**config.mk**
```make
export PLATFORM = sky130hd
export DESIGN_NAME = soft_tlb
export DESIGN_NICKNAME = d
export VERILOG_FILES = /design/src/rtl/tlb_pkg.sv /design/src/rtl/tlb_entry_store.sv /design/src/rtl/tlb_match.sv /design/src/rtl/tlb_first_hit.sv /design/src/rtl/tlb_next_ptr.sv /design/src/rtl/soft_tlb.sv
export SDC_FILE = /design/constraint.sdc
export NUM_CORES = 2
export LEC_CHECK = 0
export ABC_AREA = 1
export BUFFER_PORTS_ARGS = -buffer_cell sky130_fd_sc_hd__clkbuf_2
export CAP_MARGIN = 25
export CORE_MARGIN = 2
export CORE_UTILIZATION = 25
export CTS_BUF_LIST = sky130_fd_sc_hd__clkbuf_16
export CTS_CLUSTER_DIAMETER = 80
export DETAILED_ROUTE_END_ITERATION = 16
export GPL_TIMING_DRIVEN = 0
export PLACE_DENSITY = 0.43
export SETUP_SLACK_MARGIN = 0.2
export SLEW_MARGIN = 20
export SYNTH_ARGS = -nofsm -noshare
export SYNTH_HDL_FRONTEND = slang
export SYNTH_SLANG_ARGS = --single-unit
```
**constraint.sdc**
```tcl
create_clock -name clk -period 3 [get_ports clk]
set_input_delay 0.3 -clock clk [delete_from_list [all_inputs] [get_ports clk]]
set_output_delay 0.3 -clock clk [all_outputs]
set_load 0.01 [all_outputs]
```
**src/rtl/tlb_pkg.sv**
```systemverilog
package tlb_pkg;
  localparam int CATTR_W      = 3;
  localparam int LO_FLAG_BITS = CATTR_W + 3;  // cattr, dirty, valid, global
  localparam int HI_SHIFT     = 11;

  typedef struct packed {
    logic [CATTR_W-1:0] cattr;
    logic               dirty;
    logic               valid;
  } page_attr_t;
endpackage

```
**src/rtl/tlb_entry_store.sv**
```systemverilog
module tlb_entry_store import tlb_pkg::*; #(
  parameter int ENTRIES = 12,
  parameter int IDX_W   = 4,
  parameter int VPN2_W  = 19,
  parameter int ASID_W  = 8,
  parameter int PFN_W   = 20
) (
  input  logic              clk,
  input  logic              rst,
  input  logic              flush,
  input  logic              wr_en,
  input  logic [IDX_W-1:0]  wr_idx,
  input  logic [VPN2_W-1:0] wr_vpn2,
  input  logic [VPN2_W-1:0] wr_mask,
  input  logic [ASID_W-1:0] wr_asid,
  input  logic              wr_g,
  input  logic [PFN_W-1:0]  wr_pfn0,
  input  page_attr_t        wr_attr0,
  input  logic [PFN_W-1:0]  wr_pfn1,
  input  page_attr_t        wr_attr1,
  output logic [VPN2_W-1:0] e_vpn2  [ENTRIES],
  output logic [VPN2_W-1:0] e_mask  [ENTRIES],
  output logic [ASID_W-1:0] e_asid  [ENTRIES],
  output logic [PFN_W-1:0]  e_pfn0  [ENTRIES],
  output logic [PFN_W-1:0]  e_pfn1  [ENTRIES],
  output page_attr_t        e_attr0 [ENTRIES],
  output page_attr_t        e_attr1 [ENTRIES],
  output logic [ENTRIES-1:0] e_g,
  output logic [ENTRIES-1:0] e_live
);
  logic wr_in_range;
  assign wr_in_range = int'(wr_idx) < ENTRIES;

  always_ff @(posedge clk) begin
    if (rst || flush) begin
      for (int i = 0; i < ENTRIES; i++) begin
        e_vpn2[i]  <= '0;
        e_mask[i]  <= '0;
        e_asid[i]  <= '0;
        e_pfn0[i]  <= '0;
        e_pfn1[i]  <= '0;
        e_attr0[i] <= '0;
        e_attr1[i] <= '0;
        e_g[i]     <= 1'b0;
      end
    end else if (wr_en && wr_in_range) begin
      e_vpn2[wr_idx]  <= wr_vpn2;
      e_mask[wr_idx]  <= wr_mask;
      e_asid[wr_idx]  <= wr_asid;
      e_pfn0[wr_idx]  <= wr_pfn0;
      e_pfn1[wr_idx]  <= wr_pfn1;
      e_attr0[wr_idx] <= wr_attr0;
      e_attr1[wr_idx] <= wr_attr1;
      e_g[wr_idx]     <= wr_g;
    end
  end

  for (genvar i = 0; i < ENTRIES; i++) begin : g_slot
    assign e_live[i] = e_attr0[i].valid | e_attr1[i].valid;

    AST_OOR_WRITE_KEEPS: assert property (@(posedge clk) disable iff (rst)
      (wr_en && !flush && !wr_in_range) |=>
        ($stable(e_vpn2[i]) && $stable(e_mask[i]) && $stable(e_asid[i]) &&
         $stable(e_pfn0[i]) && $stable(e_pfn1[i]) && $stable(e_attr0[i]) &&
         $stable(e_attr1[i]) && $stable(e_g[i])));
  end

  AST_FLUSH_EMPTIES: assert property (@(posedge clk) disable iff (rst)
    flush |=> (e_live == '0 && e_g == '0));
endmodule

```
**src/rtl/tlb_match.sv**
```systemverilog
module tlb_match #(
  parameter int ENTRIES = 12,
  parameter int VPN_W   = 20,
  parameter int VPN2_W  = 19,
  parameter int ASID_W  = 8
) (
  input  logic [VPN_W-1:0]   lk_vpn,
  input  logic [ASID_W-1:0]  lk_asid,
  input  logic [VPN2_W-1:0]  e_vpn2 [ENTRIES],
  input  logic [VPN2_W-1:0]  e_mask [ENTRIES],
  input  logic [ASID_W-1:0]  e_asid [ENTRIES],
  input  logic [ENTRIES-1:0] e_g,
  input  logic [ENTRIES-1:0] e_live,
  output logic [ENTRIES-1:0] hit_vec,
  output logic [ENTRIES-1:0] odd_vec
);
  logic [VPN2_W-1:0] lk_vpn2;
  assign lk_vpn2 = lk_vpn[VPN_W-1:1];

  for (genvar i = 0; i < ENTRIES; i++) begin : g_cmp
    logic [VPN2_W-1:0] diff;
    logic              asid_ok;
    logic              sel;

    assign diff    = (lk_vpn2 ^ e_vpn2[i]) & ~e_mask[i];
    assign asid_ok = e_g[i] || (lk_asid == e_asid[i]);
    assign hit_vec[i] = e_live[i] && (diff == '0) && asid_ok;

    // page-select bit sits just above the masked span
    always_comb begin
      sel = lk_vpn[0];
      for (int b = 0; b < VPN2_W; b++) begin
        if (e_mask[i][b]) sel = lk_vpn[b+1];
      end
    end
    assign odd_vec[i] = sel;
  end
endmodule

```
**src/rtl/tlb_first_hit.sv**
```systemverilog
module tlb_first_hit #(
  parameter int N     = 12,
  parameter int IDX_W = 4
) (
  input  logic             clk,
  input  logic             rst,
  input  logic [N-1:0]     req,
  output logic             found,
  output logic [IDX_W-1:0] idx,
  output logic [N-1:0]     grant
);
  always_comb begin
    found = 1'b0;
    idx   = '0;
    grant = '0;
    for (int i = N - 1; i >= 0; i--) begin
      if (req[i]) begin
        found    = 1'b1;
        idx      = IDX_W'(i);
        grant    = '0;
        grant[i] = 1'b1;
      end
    end
  end

  AST_GRANT_ONEHOT: assert property (@(posedge clk) disable iff (rst)
    $onehot0(grant));
  AST_GRANT_LOWEST: assert property (@(posedge clk) disable iff (rst)
    found |-> (((grant - N'(1)) & req) == '0 && (grant & req) == grant));
endmodule

```
**src/rtl/tlb_next_ptr.sv**
```systemverilog
module tlb_next_ptr #(
  parameter int ENTRIES = 12,
  parameter int IDX_W   = 4
) (
  input  logic             clk,
  input  logic             rst,
  input  logic             flush,
  input  logic             rd_en,
  input  logic             rd_advance,
  input  logic [IDX_W-1:0] rd_idx_eff,
  output logic [IDX_W-1:0] nlu
);
  localparam logic [IDX_W-1:0] LAST = IDX_W'(ENTRIES - 1);

  logic step;
  assign step = rd_en && rd_advance && (rd_idx_eff == nlu);

  always_ff @(posedge clk) begin
    if (rst || flush)  nlu <= '0;
    else if (step)     nlu <= (nlu == LAST) ? '0 : nlu + IDX_W'(1);
  end

  AST_NLU_RANGE: assert property (@(posedge clk) disable iff (rst)
    int'(nlu) < ENTRIES);
  AST_NLU_HOLD: assert property (@(posedge clk) disable iff (rst)
    (!flush && !(rd_en && rd_advance && rd_idx_eff == nlu)) |=> $stable(nlu));
  AST_NLU_WRAP: assert property (@(posedge clk) disable iff (rst)
    (!flush && rd_en && rd_advance && rd_idx_eff == nlu && nlu == LAST) |=> (nlu == '0));
  AST_FLUSH_PTR: assert property (@(posedge clk) disable iff (rst)
    flush |=> (nlu == '0));
endmodule

```
**src/rtl/soft_tlb.sv**
```systemverilog
module soft_tlb import tlb_pkg::*; #(
  parameter int          ENTRIES     = 12,
  parameter int          VPN_W       = 20,
  parameter int          ASID_W      = 8,
  parameter int          PFN_W       = 20,
  parameter int          PAGE_SHIFT  = 12,
  parameter logic [63:0] UNC_PATTERN = 64'hA000_0000,
  localparam int         IDX_W       = $clog2(ENTRIES),
  localparam int         PIDX_W      = IDX_W + 1,
  localparam int         VPN2_W      = VPN_W - 1,
  localparam int         LO_W        = PFN_W + LO_FLAG_BITS,
  localparam int         HI_W        = VPN2_W + HI_SHIFT
) (
  input  logic               clk,
  input  logic               rst,
  input  logic               lk_en,
  input  logic [VPN_W-1:0]   lk_vpn,
  input  logic [ASID_W-1:0]  lk_asid,
  output logic               lk_hit,
  output logic [PIDX_W-1:0]  lk_idx,
  output logic [PFN_W-1:0]   lk_pfn,
  output logic [CATTR_W-1:0] lk_cattr,
  output logic               lk_dirty,
  output logic               lk_pvalid,
  output logic               lk_uncached,
  input  logic               wr_en,
  input  logic [IDX_W-1:0]   wr_idx,
  input  logic [VPN2_W-1:0]  wr_vpn2,
  input  logic [VPN2_W-1:0]  wr_mask,
  input  logic [ASID_W-1:0]  wr_asid,
  input  logic               wr_g,
  input  logic [PFN_W-1:0]   wr_pfn0,
  input  logic [CATTR_W-1:0] wr_cattr0,
  input  logic               wr_dirty0,
  input  logic               wr_valid0,
  input  logic [PFN_W-1:0]   wr_pfn1,
  input  logic [CATTR_W-1:0] wr_cattr1,
  input  logic               wr_dirty1,
  input  logic               wr_valid1,
  input  logic               flush,
  input  logic               rd_en,
  input  logic [IDX_W-1:0]   rd_idx,
  input  logic               rd_from_next,
  input  logic               rd_advance,
  output logic [LO_W-1:0]    rd_lo0,
  output logic [LO_W-1:0]    rd_lo1,
  output logic [HI_W-1:0]    rd_hi,
  output logic [HI_W-1:0]    rd_mask,
  output logic [IDX_W-1:0]   next_idx
);
  localparam int               VA_W     = VPN_W + PAGE_SHIFT;
  localparam logic [VA_W-1:0]  UNC_MASK = VA_W'(UNC_PATTERN);

  // ---------------- storage ----------------
  logic [VPN2_W-1:0]  e_vpn2  [ENTRIES];
  logic [VPN2_W-1:0]  e_mask  [ENTRIES];
  logic [ASID_W-1:0]  e_asid  [ENTRIES];
  logic [PFN_W-1:0]   e_pfn0  [ENTRIES];
  logic [PFN_W-1:0]   e_pfn1  [ENTRIES];
  page_attr_t         e_attr0 [ENTRIES];
  page_attr_t         e_attr1 [ENTRIES];
  logic [ENTRIES-1:0] e_g;
  logic [ENTRIES-1:0] e_live;
  page_attr_t         wr_attr0, wr_attr1;

  assign wr_attr0 = '{cattr: wr_cattr0, dirty: wr_dirty0, valid: wr_valid0};
  assign wr_attr1 = '{cattr: wr_cattr1, dirty: wr_dirty1, valid: wr_valid1};

  tlb_entry_store #(
    .ENTRIES(ENTRIES), .IDX_W(IDX_W), .VPN2_W(VPN2_W), .ASID_W(ASID_W), .PFN_W(PFN_W)
  ) u_store (
    .clk(clk), .rst(rst), .flush(flush), .wr_en(wr_en), .wr_idx(wr_idx),
    .wr_vpn2(wr_vpn2), .wr_mask(wr_mask), .wr_asid(wr_asid), .wr_g(wr_g),
    .wr_pfn0(wr_pfn0), .wr_attr0(wr_attr0), .wr_pfn1(wr_pfn1), .wr_attr1(wr_attr1),
    .e_vpn2(e_vpn2), .e_mask(e_mask), .e_asid(e_asid), .e_pfn0(e_pfn0),
    .e_pfn1(e_pfn1), .e_attr0(e_attr0), .e_attr1(e_attr1), .e_g(e_g), .e_live(e_live)
  );

  // ---------------- lookup path ----------------
  logic [ENTRIES-1:0] hit_vec, odd_vec, grant;
  logic               found;
  logic [IDX_W-1:0]   win_idx;

  tlb_match #(
    .ENTRIES(ENTRIES), .VPN_W(VPN_W), .VPN2_W(VPN2_W), .ASID_W(ASID_W)
  ) u_match (
    .lk_vpn(lk_vpn), .lk_asid(lk_asid), .e_vpn2(e_vpn2), .e_mask(e_mask),
    .e_asid(e_asid), .e_g(e_g), .e_live(e_live), .hit_vec(hit_vec), .odd_vec(odd_vec)
  );

  tlb_first_hit #(.N(ENTRIES), .IDX_W(IDX_W)) u_first (
    .clk(clk), .rst(rst), .req(hit_vec), .found(found), .idx(win_idx), .grant(grant)
  );

  logic [PFN_W-1:0] sel_pfn;
  page_attr_t       sel_attr;

  always_comb begin
    sel_pfn  = '0;
    sel_attr = '0;
    for (int i = 0; i < ENTRIES; i++) begin
      if (grant[i]) begin
        sel_pfn  = odd_vec[i] ? e_pfn1[i]  : e_pfn0[i];
        sel_attr = odd_vec[i] ? e_attr1[i] : e_attr0[i];
      end
    end
  end

  logic [VA_W-1:0] lk_va;
  logic            unc_now;
  assign lk_va   = {lk_vpn, {PAGE_SHIFT{1'b0}}};
  assign unc_now = (lk_va & UNC_MASK) == UNC_MASK;

  always_ff @(posedge clk) begin
    if (rst) begin
      lk_hit      <= 1'b0;
      lk_idx      <= '1;
      lk_pfn      <= '0;
      lk_cattr    <= '0;
      lk_dirty    <= 1'b0;
      lk_pvalid   <= 1'b0;
      lk_uncached <= 1'b0;
    end else if (lk_en) begin
      lk_hit      <= found;
      lk_idx      <= found ? {1'b0, win_idx} : '1;
      lk_pfn      <= sel_pfn;
      lk_cattr    <= sel_attr.cattr;
      lk_dirty    <= sel_attr.dirty;
      lk_pvalid   <= sel_attr.valid;
      lk_uncached <= unc_now;
    end
  end

  // ---------------- readback and replacement pointer ----------------
  logic [IDX_W-1:0] rd_idx_eff;
  assign rd_idx_eff = rd_from_next ? next_idx : rd_idx;

  tlb_next_ptr #(.ENTRIES(ENTRIES), .IDX_W(IDX_W)) u_next (
    .clk(clk), .rst(rst), .flush(flush), .rd_en(rd_en), .rd_advance(rd_advance),
    .rd_idx_eff(rd_idx_eff), .nlu(next_idx)
  );

  logic [LO_W-1:0] rb_lo0, rb_lo1;
  logic [HI_W-1:0] rb_hi, rb_mask;

  always_comb begin
    rb_lo0  = '0;
    rb_lo1  = '0;
    rb_hi   = '0;
    rb_mask = '0;
    for (int i = 0; i < ENTRIES; i++) begin
      if (rd_idx_eff == IDX_W'(i)) begin
        rb_lo0  = {e_pfn0[i], e_attr0[i].cattr, e_attr0[i].dirty, e_attr0[i].valid, e_g[i]};
        rb_lo1  = {e_pfn1[i], e_attr1[i].cattr, e_attr1[i].dirty, e_attr1[i].valid, e_g[i]};
        rb_hi   = {e_vpn2[i], {(HI_SHIFT-ASID_W){1'b0}}, e_asid[i]};
        rb_mask = {e_mask[i], {HI_SHIFT{1'b0}}};
      end
    end
  end

  always_ff @(posedge clk) begin
    if (rst) begin
      rd_lo0  <= '0;
      rd_lo1  <= '0;
      rd_hi   <= '0;
      rd_mask <= '0;
    end else if (rd_en) begin
      rd_lo0  <= rb_lo0;
      rd_lo1  <= rb_lo1;
      rd_hi   <= rb_hi;
      rd_mask <= rb_mask;
    end
  end

  AST_MISS_ALL_ONES: assert property (@(posedge clk) disable iff (rst)
    !lk_hit |-> (lk_idx == '1 && lk_pfn == '0 && !lk_pvalid));
  AST_HIT_IDX_RANGE: assert property (@(posedge clk) disable iff (rst)
    lk_hit |-> (int'(lk_idx) < ENTRIES));
  AST_IDLE_HOLD: assert property (@(posedge clk) disable iff (rst)
    !lk_en |=> ($stable(lk_hit) && $stable(lk_idx) && $stable(lk_pfn) &&
                $stable(lk_uncached)));
  AST_LOOKUP_HIT_SET: assert property (@(posedge clk) disable iff (rst)
    (lk_en && hit_vec != '0) |=> lk_hit);
endmodule

```
== Yosys cells after proc, flatten, opt, wreduce, memory -nomap -nowiden ==
Index checks and enable logic that the tools add are counted.
Storage, ports and cells
  memories: 0
  register bits: 1312
  input bits: 141
  logic and storage cells: 662
  RAM bits: 0
  memory bits (read-only): 0
  latch bits: 0
  output and inout bits: 148
Cells by class
  shift-type cells: 0
  add/sub/neg operators: 1
  mux-type cells: 381
  multipliers: 0
  divide/modulo/power cells: 0
  equal/unequal tests: 26
  reductions and logical operators: 55
  magnitude comparators: 5
  bitwise gates (word level): 49
Operators with widths (count)
  30-bit two-way mux: 24
  26-bit two-way mux: 24
  20-bit two-way mux: 25
  240-bit bitwise mux: 2
  228-bit bitwise mux: 2
  1-bit two-way mux: 241
  19-bit AND: 12
  19-bit logical NOT: 12
  19-bit inverter: 12
  19-bit XOR: 12
  12-bit two-way mux: 12
  5-bit two-way mux: 26
  60-bit bitwise mux: 2
  96-bit bitwise mux: 1
  8-bit equality test: 12
  20-bit demux with 4-bit select: 1
  19-bit demux with 4-bit select: 1
  4-bit two-way mux: 14
  8-bit demux with 4-bit select: 1
  1-bit logical AND: 29
  5-bit demux with 4-bit select: 1
  4-bit equality test, second input constant: 5
  19-bit two-way mux: 1
  4-bit by 3-bit equality test with 1-bit output, second input constant: 4
  17 further kinds: 41

== Depth between registers and ports, before layout ==
  depth after elaboration: 32
  mapped depth: 37
  mapped depth without buffers: 34

== By module ==
From an unflattened synthesis, not the netlist that was laid out.
Unflattened totals
  cells, all modules: 11980
  area total of the unflattened synthesis: 71552.4 µm²
By module, submodules not included
  tlb_entry_store: cells each 6553, seq. area each 23302.3 µm², area each 44088.5 µm², times used 1
  soft_tlb: cells each 3941, seq. area each 2582.5 µm², area each 19332.3 µm², times used 1
  tlb_match: cells each 1370, seq. area each 0.0 µm², area each 7538.5 µm², times used 1
  tlb_next_ptr: cells each 61, seq. area each 80.1 µm², area each 346.6 µm², times used 1
  tlb_first_hit: cells each 55, seq. area each 0.0 µm², area each 246.5 µm², times used 1

== Least setup slack after synthesis ==
No wires, ideal clock.
  kind: input to register
  start point: input lk_vpn[1]
  end point: register lk_pfn[3]
  path buffers: 4
  setup time: 0.117 ns
  required time: 2.883 ns
  slack: 0.261 ns
  cell stages on the path: 34
  data arrival time: 2.622 ns
  cells stage by stage: buf_6 -> inv_6 -> buf_12 -> nand2_2 -> nand3_2 -> nand3_2 -> nand3_1 -> nand2_1 -> nand2_1 -> nand2_1 -> nand3_1 -> nand3_1 -> nand3_1 -> nand3_1 -> nand3_1 -> nand3_1 -> nand3_1 -> nand3_1 -> o21ai_1 -> nand2_1 -> nand2_1 -> nand2_2 -> nand2_2 -> nand2_2 -> buf_6 -> buf_12 -> o211ai_2 -> nand3_1 -> nor2_1 -> nand4_1 -> nand2_1 -> nand4_1 -> nor2_1 -> nor2_1
On the way
  longest elaborated chain between the ends: 32
  elaborated cells on any way between the ends: 324
  classes of those cells: 264 x mux; 24 x bitwise; 36 x reduce/logical
Ends and longest elaborated chain
  start: declaration: RTL line soft_tlb.sv:17  | input logic [VPN_W-1:0] lk_vpn,
  1-bit two-way mux (19 in series): RTL line tlb_match.sv:33  | if (e_mask[i][b]) sel = lk_vpn[b+1];
  20-bit two-way mux: RTL line soft_tlb.sv:103  | sel_pfn = odd_vec[i] ? e_pfn1[i] : e_pfn0[i];
  20-bit two-way mux (11 in series): RTL line soft_tlb.sv:102  | if (grant[i]) begin
  20-bit two-way mux *: RTL line soft_tlb.sv:102
  end signal: assignment: RTL line soft_tlb.sv:126  | lk_pfn <= sel_pfn;
  end: declaration: RTL line soft_tlb.sv:21  | output logic [PFN_W-1:0] lk_pfn,
Every way passes the cells marked *; elsewhere a longest branch is shown, timed or not.
A chain may end at the register's enable or synchronous reset.

== Final worst setup path ==
  start point: register u_store.e_mask[190] (netlist bit)
  end point: register lk_pfn[8]
On the way
  longest elaborated chain between the ends: 31
  elaborated cells on any way between the ends: 39
  classes of those cells: 34 x mux; 2 x bitwise; 3 x reduce/logical
Ends and longest elaborated chain
  start: declaration: RTL line tlb_entry_store.sv:22  | output logic [VPN2_W-1:0] e_mask [ENTRIES],
  start signal: indexed assignment: RTL line tlb_entry_store.sv:48  | e_mask[wr_idx] <= wr_mask;
  1-bit two-way mux (19 in series): RTL line tlb_match.sv:33
  20-bit two-way mux: RTL line soft_tlb.sv:103
  20-bit two-way mux (10 in series): RTL line soft_tlb.sv:102
  20-bit two-way mux *: RTL line soft_tlb.sv:102
Marks and branches as above.

==> results.md <==
- Layout cell share with drive strength beyond 1: roughly a fifth
- Worst IR Drop VDD: 0.459 mV
- Final Hold Violating Endpoints: 0
- Static leakage: around 0.032 uW
- Ys flop type: dfxtp_1
- Buffers on Ports: about 270
- Clk_lat worst skew: roughly 0.85 ns
- Final min period: about 4.0 ns
- FFs w/ async S/R, synth: 0%
- Warnings, synthesis: 0
- Most frequent cells in the layout: o21ai_0 (1,522), dfxtp_1 (1,278), a21oi_1 (1,220)
- Remaining routing DRC violations: 0
- Multiplexer area fraction after synthesis: 0%
- Total CTS buffers: ~170
- Share of the synthesized area in the top cell type: 40.0%
- Seq cells post-synth: roughly 1.3k
- GRT Util Overall: approximately a third
- Die height: around 510 um
- Post-synth top area cell: dfxtp_1
- Number of max-capacitance violations reported: 0
- GP Congestion: 0.985
- RSZ-0062 raised after global routing: true
- Area contributors post-synth: dfxtp_1 (40%), o21ai_0 (13%), a21oi_1 (10%), nand2_1 (6.7%), nor2_1 (6.6%)
- Most common library cell in the layout ignoring fill and taps: o21ai_0
- Die area: 264,000 um2
- Total chip power: around 44,000 uW
- Crit path max-delay cell type: dfxtp_2
- Nets: ~11k
- HP Class: input pin to flip-flop
- Sequential area share after synthesis: about two fifths
- GRT overflow: 0
- Post-Synth Simple-Gate Area: 18.5%
- Pwr per Cell Area: between 400 and 500 nW/um2
- Clock root buffer: clkbuf_16
- H-tree depth: 4
- Fraction of synthesized cell area in xor and xnor cells: 0.824%
- Required time worst endpoint: 3.73 ns
- Core Region: approximately 260,000 um2
- DR vias: about 77k
- Clk_skew: between 0.04 and 0.05 ns
- CP dominant cell by count: nand3_2
- Violated checks: setup timing
- Hold_ws: around 0.046 ns
- CTS max path bufs: 3
- DR pass1 iterations: 8
- Cell Rows: roughly 190
- CTS tree: built
- Num ports: ~290
- Critical path peak fanout: 7
- Initial antenna violation count: 16
- WL/cell: about 31 um
- Yosys cell types: around 60
- CTS sink cnt: 1,297
- Number of global-route vias before repair: approximately 72k
- Largest family of logic cells by synthesized area: compound AO/OA/AOI/OAI gates
- Tcrit/Tclk final: 132%
- Average size of a mapped cell: between 6 and 7 um2
- WS Path Type: flip-flop to flip-flop
- Drt total wl: around 440,000 um
- Critical Path AT: roughly 4.7 ns
- Cell Area, Synth: 64,900 um2
- Crit end category: flip-flop
- Clock-pin transition on the worst setup and hold timing paths: ~0.060 ns
- Post-Synth Adder-Cell Area: 0.0193%
- Area Overhead vs Synth: 37.2%
- Finish-stage setup viols: 109
- Iteration-0 DRC count of the detailed router: 8,776
- Largest net degree at the start of global routing: 17
- Post-Synthesis Cells: 9,527
- Max incr delay on CP: roughly 0.34 ns
- Post-synthesis compound-gate area fraction: 30.3%
- Startpoint types: flip-flop
- Final WS setup: -0.955 ns
- Initial Util: 25.1%
- Status: complete, but fails checks
- Post-DP HPWL: 353,000 um
- Fmax: 0.253 GHz
- ANT nets after route: 0
- Die X-Extent: roughly 510 um
- Slew Viols, Final: 0
- Via density: 5.52
- Slew HR: 21.4%
- Post-synth EDFFs: 0
- First-pass GRT wire length: roughly 580,000 um
- Slew @ Worst Pin: between 1 and 1.5 ns
==> repair_timing <==
item	in CTS	in global routing
hold buffers	97	0
setup buffers	150	114
gates cloned	8	6
resized for setup	1630	475
pin swaps	457	507
endpoints found under the setup margin	136	144
endpoints found under the hold margin	187	0
==> metrics by stage <==
stage	instance area (um2)	util [%]	instances	setup TNS [ns]	setup WS [ns]
after floorplan	64900	-	9540	0	0.261
after global placement	70500	27.2	13200	-1155.39	-3.05
after detailed placement	70900	27.4	13200	-426.99	-2.97
after CTS	86000	33.2	13800	-31.26	-0.868
after global routing	89000	34.4	13900	-31.63	-0.975
final	89000	34.4	13900	-30.19	-0.955
==> worst max-delay path, delay by kind of cell (launching register included) <==
family                 cells  cell delay (ns)
and+or+nand+nor           28             2.82
buffers and inverters      3             0.37
DFF                        1             0.34
AOI/OAI and AO/OA          1             0.28
==> area by class of cell <==
class                      count  area [um2]
multi-input combinational   6559       39500
fill                       27800      170000
timing repair buffer         675        5880
sequential                  1297       26000
antenna                       14        35.0
buffer                       804        4750
tap                         3402        4260
clock inverter               129         937
inverter                     880        3410
clock buffer                 170        4250
==> where the power goes <==
group / internal (uW) / switching, uW
Combinational: 1910 / 4560
Sequential: 17400 / 133
Clock: 11200 / 8920
Total: 30600 / 13600
==> routing by layer <==
layer  vias up  track usage (%)  wire length (um)
met5         -                0                16
met4         2             17.5             27700
met3       877             4.50             30300
met2      3679             51.6            200000
met1     38000             40.0            179000
li1      34300                -                 -
==> final timing paths <==
check | startpoint | end | slack, ns | depth (start not counted)
setup / recovery | u_store.e_mask[190]$_SDFFE_PP0P_ | lk_pfn[8]$_SDFFE_PP0P_ | -0.96 | 32
hold / removal | wr_vpn2[18] | u_store.e_vpn2[227]$_SDFFE_PP0P_ | 0.05 | 3
setup reg to reg | u_store.e_mask[190]$_SDFFE_PP0P_ | lk_pfn[8]$_SDFFE_PP0P_ | -0.96 | 32
hold reg to reg | rd_hi[21]$_SDFFE_PP0P_ | rd_hi[21]$_SDFFE_PP0P_ | 0.46 | 2
==> flip-flops by register name, summed over array words and instances (netlist names) <==
name / cells
u_store.e_pfn0: 240
lk_uncached: 1
u_store.e_attr1: 60
rd_hi: 27
u_next.nlu: 4
lk_cattr: 3
rd_lo0: 26
lk_hit: 1
rd_lo1: 25
u_store.e_attr0: 60
u_store.e_mask: 228
lk_pvalid: 1
rd_mask: 19
lk_pfn: 20
u_store.e_asid: 96
u_store.e_vpn2: 228
u_store.e_pfn1: 240
lk_idx: 5
u_store.e_g: 12
lk_dirty: 1
==> cells in the mapped netlist (15+ instances only) <==
master,n
inv_2,35
inv_1,841
o211ai_1,122
a31oi_1,44
a221oi_1,68
o21ai_1,43
a211oi_1,15
o221ai_1,99
xnor2_1,40
dfxtp_1,1297
nor2_1,1139
buf_1,18
nand3_1,242
nor3_1,66
o21ai_0,1699
buf_4,33
xor2_1,21
a21oi_1,1325
o2111ai_1,53
nand2_1,1158
buf_6,21
buf_2,71
nand4_1,174
o22ai_1,107
or2_2,17
clkbuf_1,659
==> cells by family (layout without fill, tap and decap cells) <==
logic type	after synthesis	after routing
adder cells (fa/ha/maj)	1	1
flip-flops	1297	1297
AO/OA/AOI/OAI	3612	3612
buffers and inverters	1684	2658
XOR/XNOR	61	61
AND/OR/NAND/NOR	2871	2871
other	1	28
No activity file was read; power rests on OpenSTA's default activity.
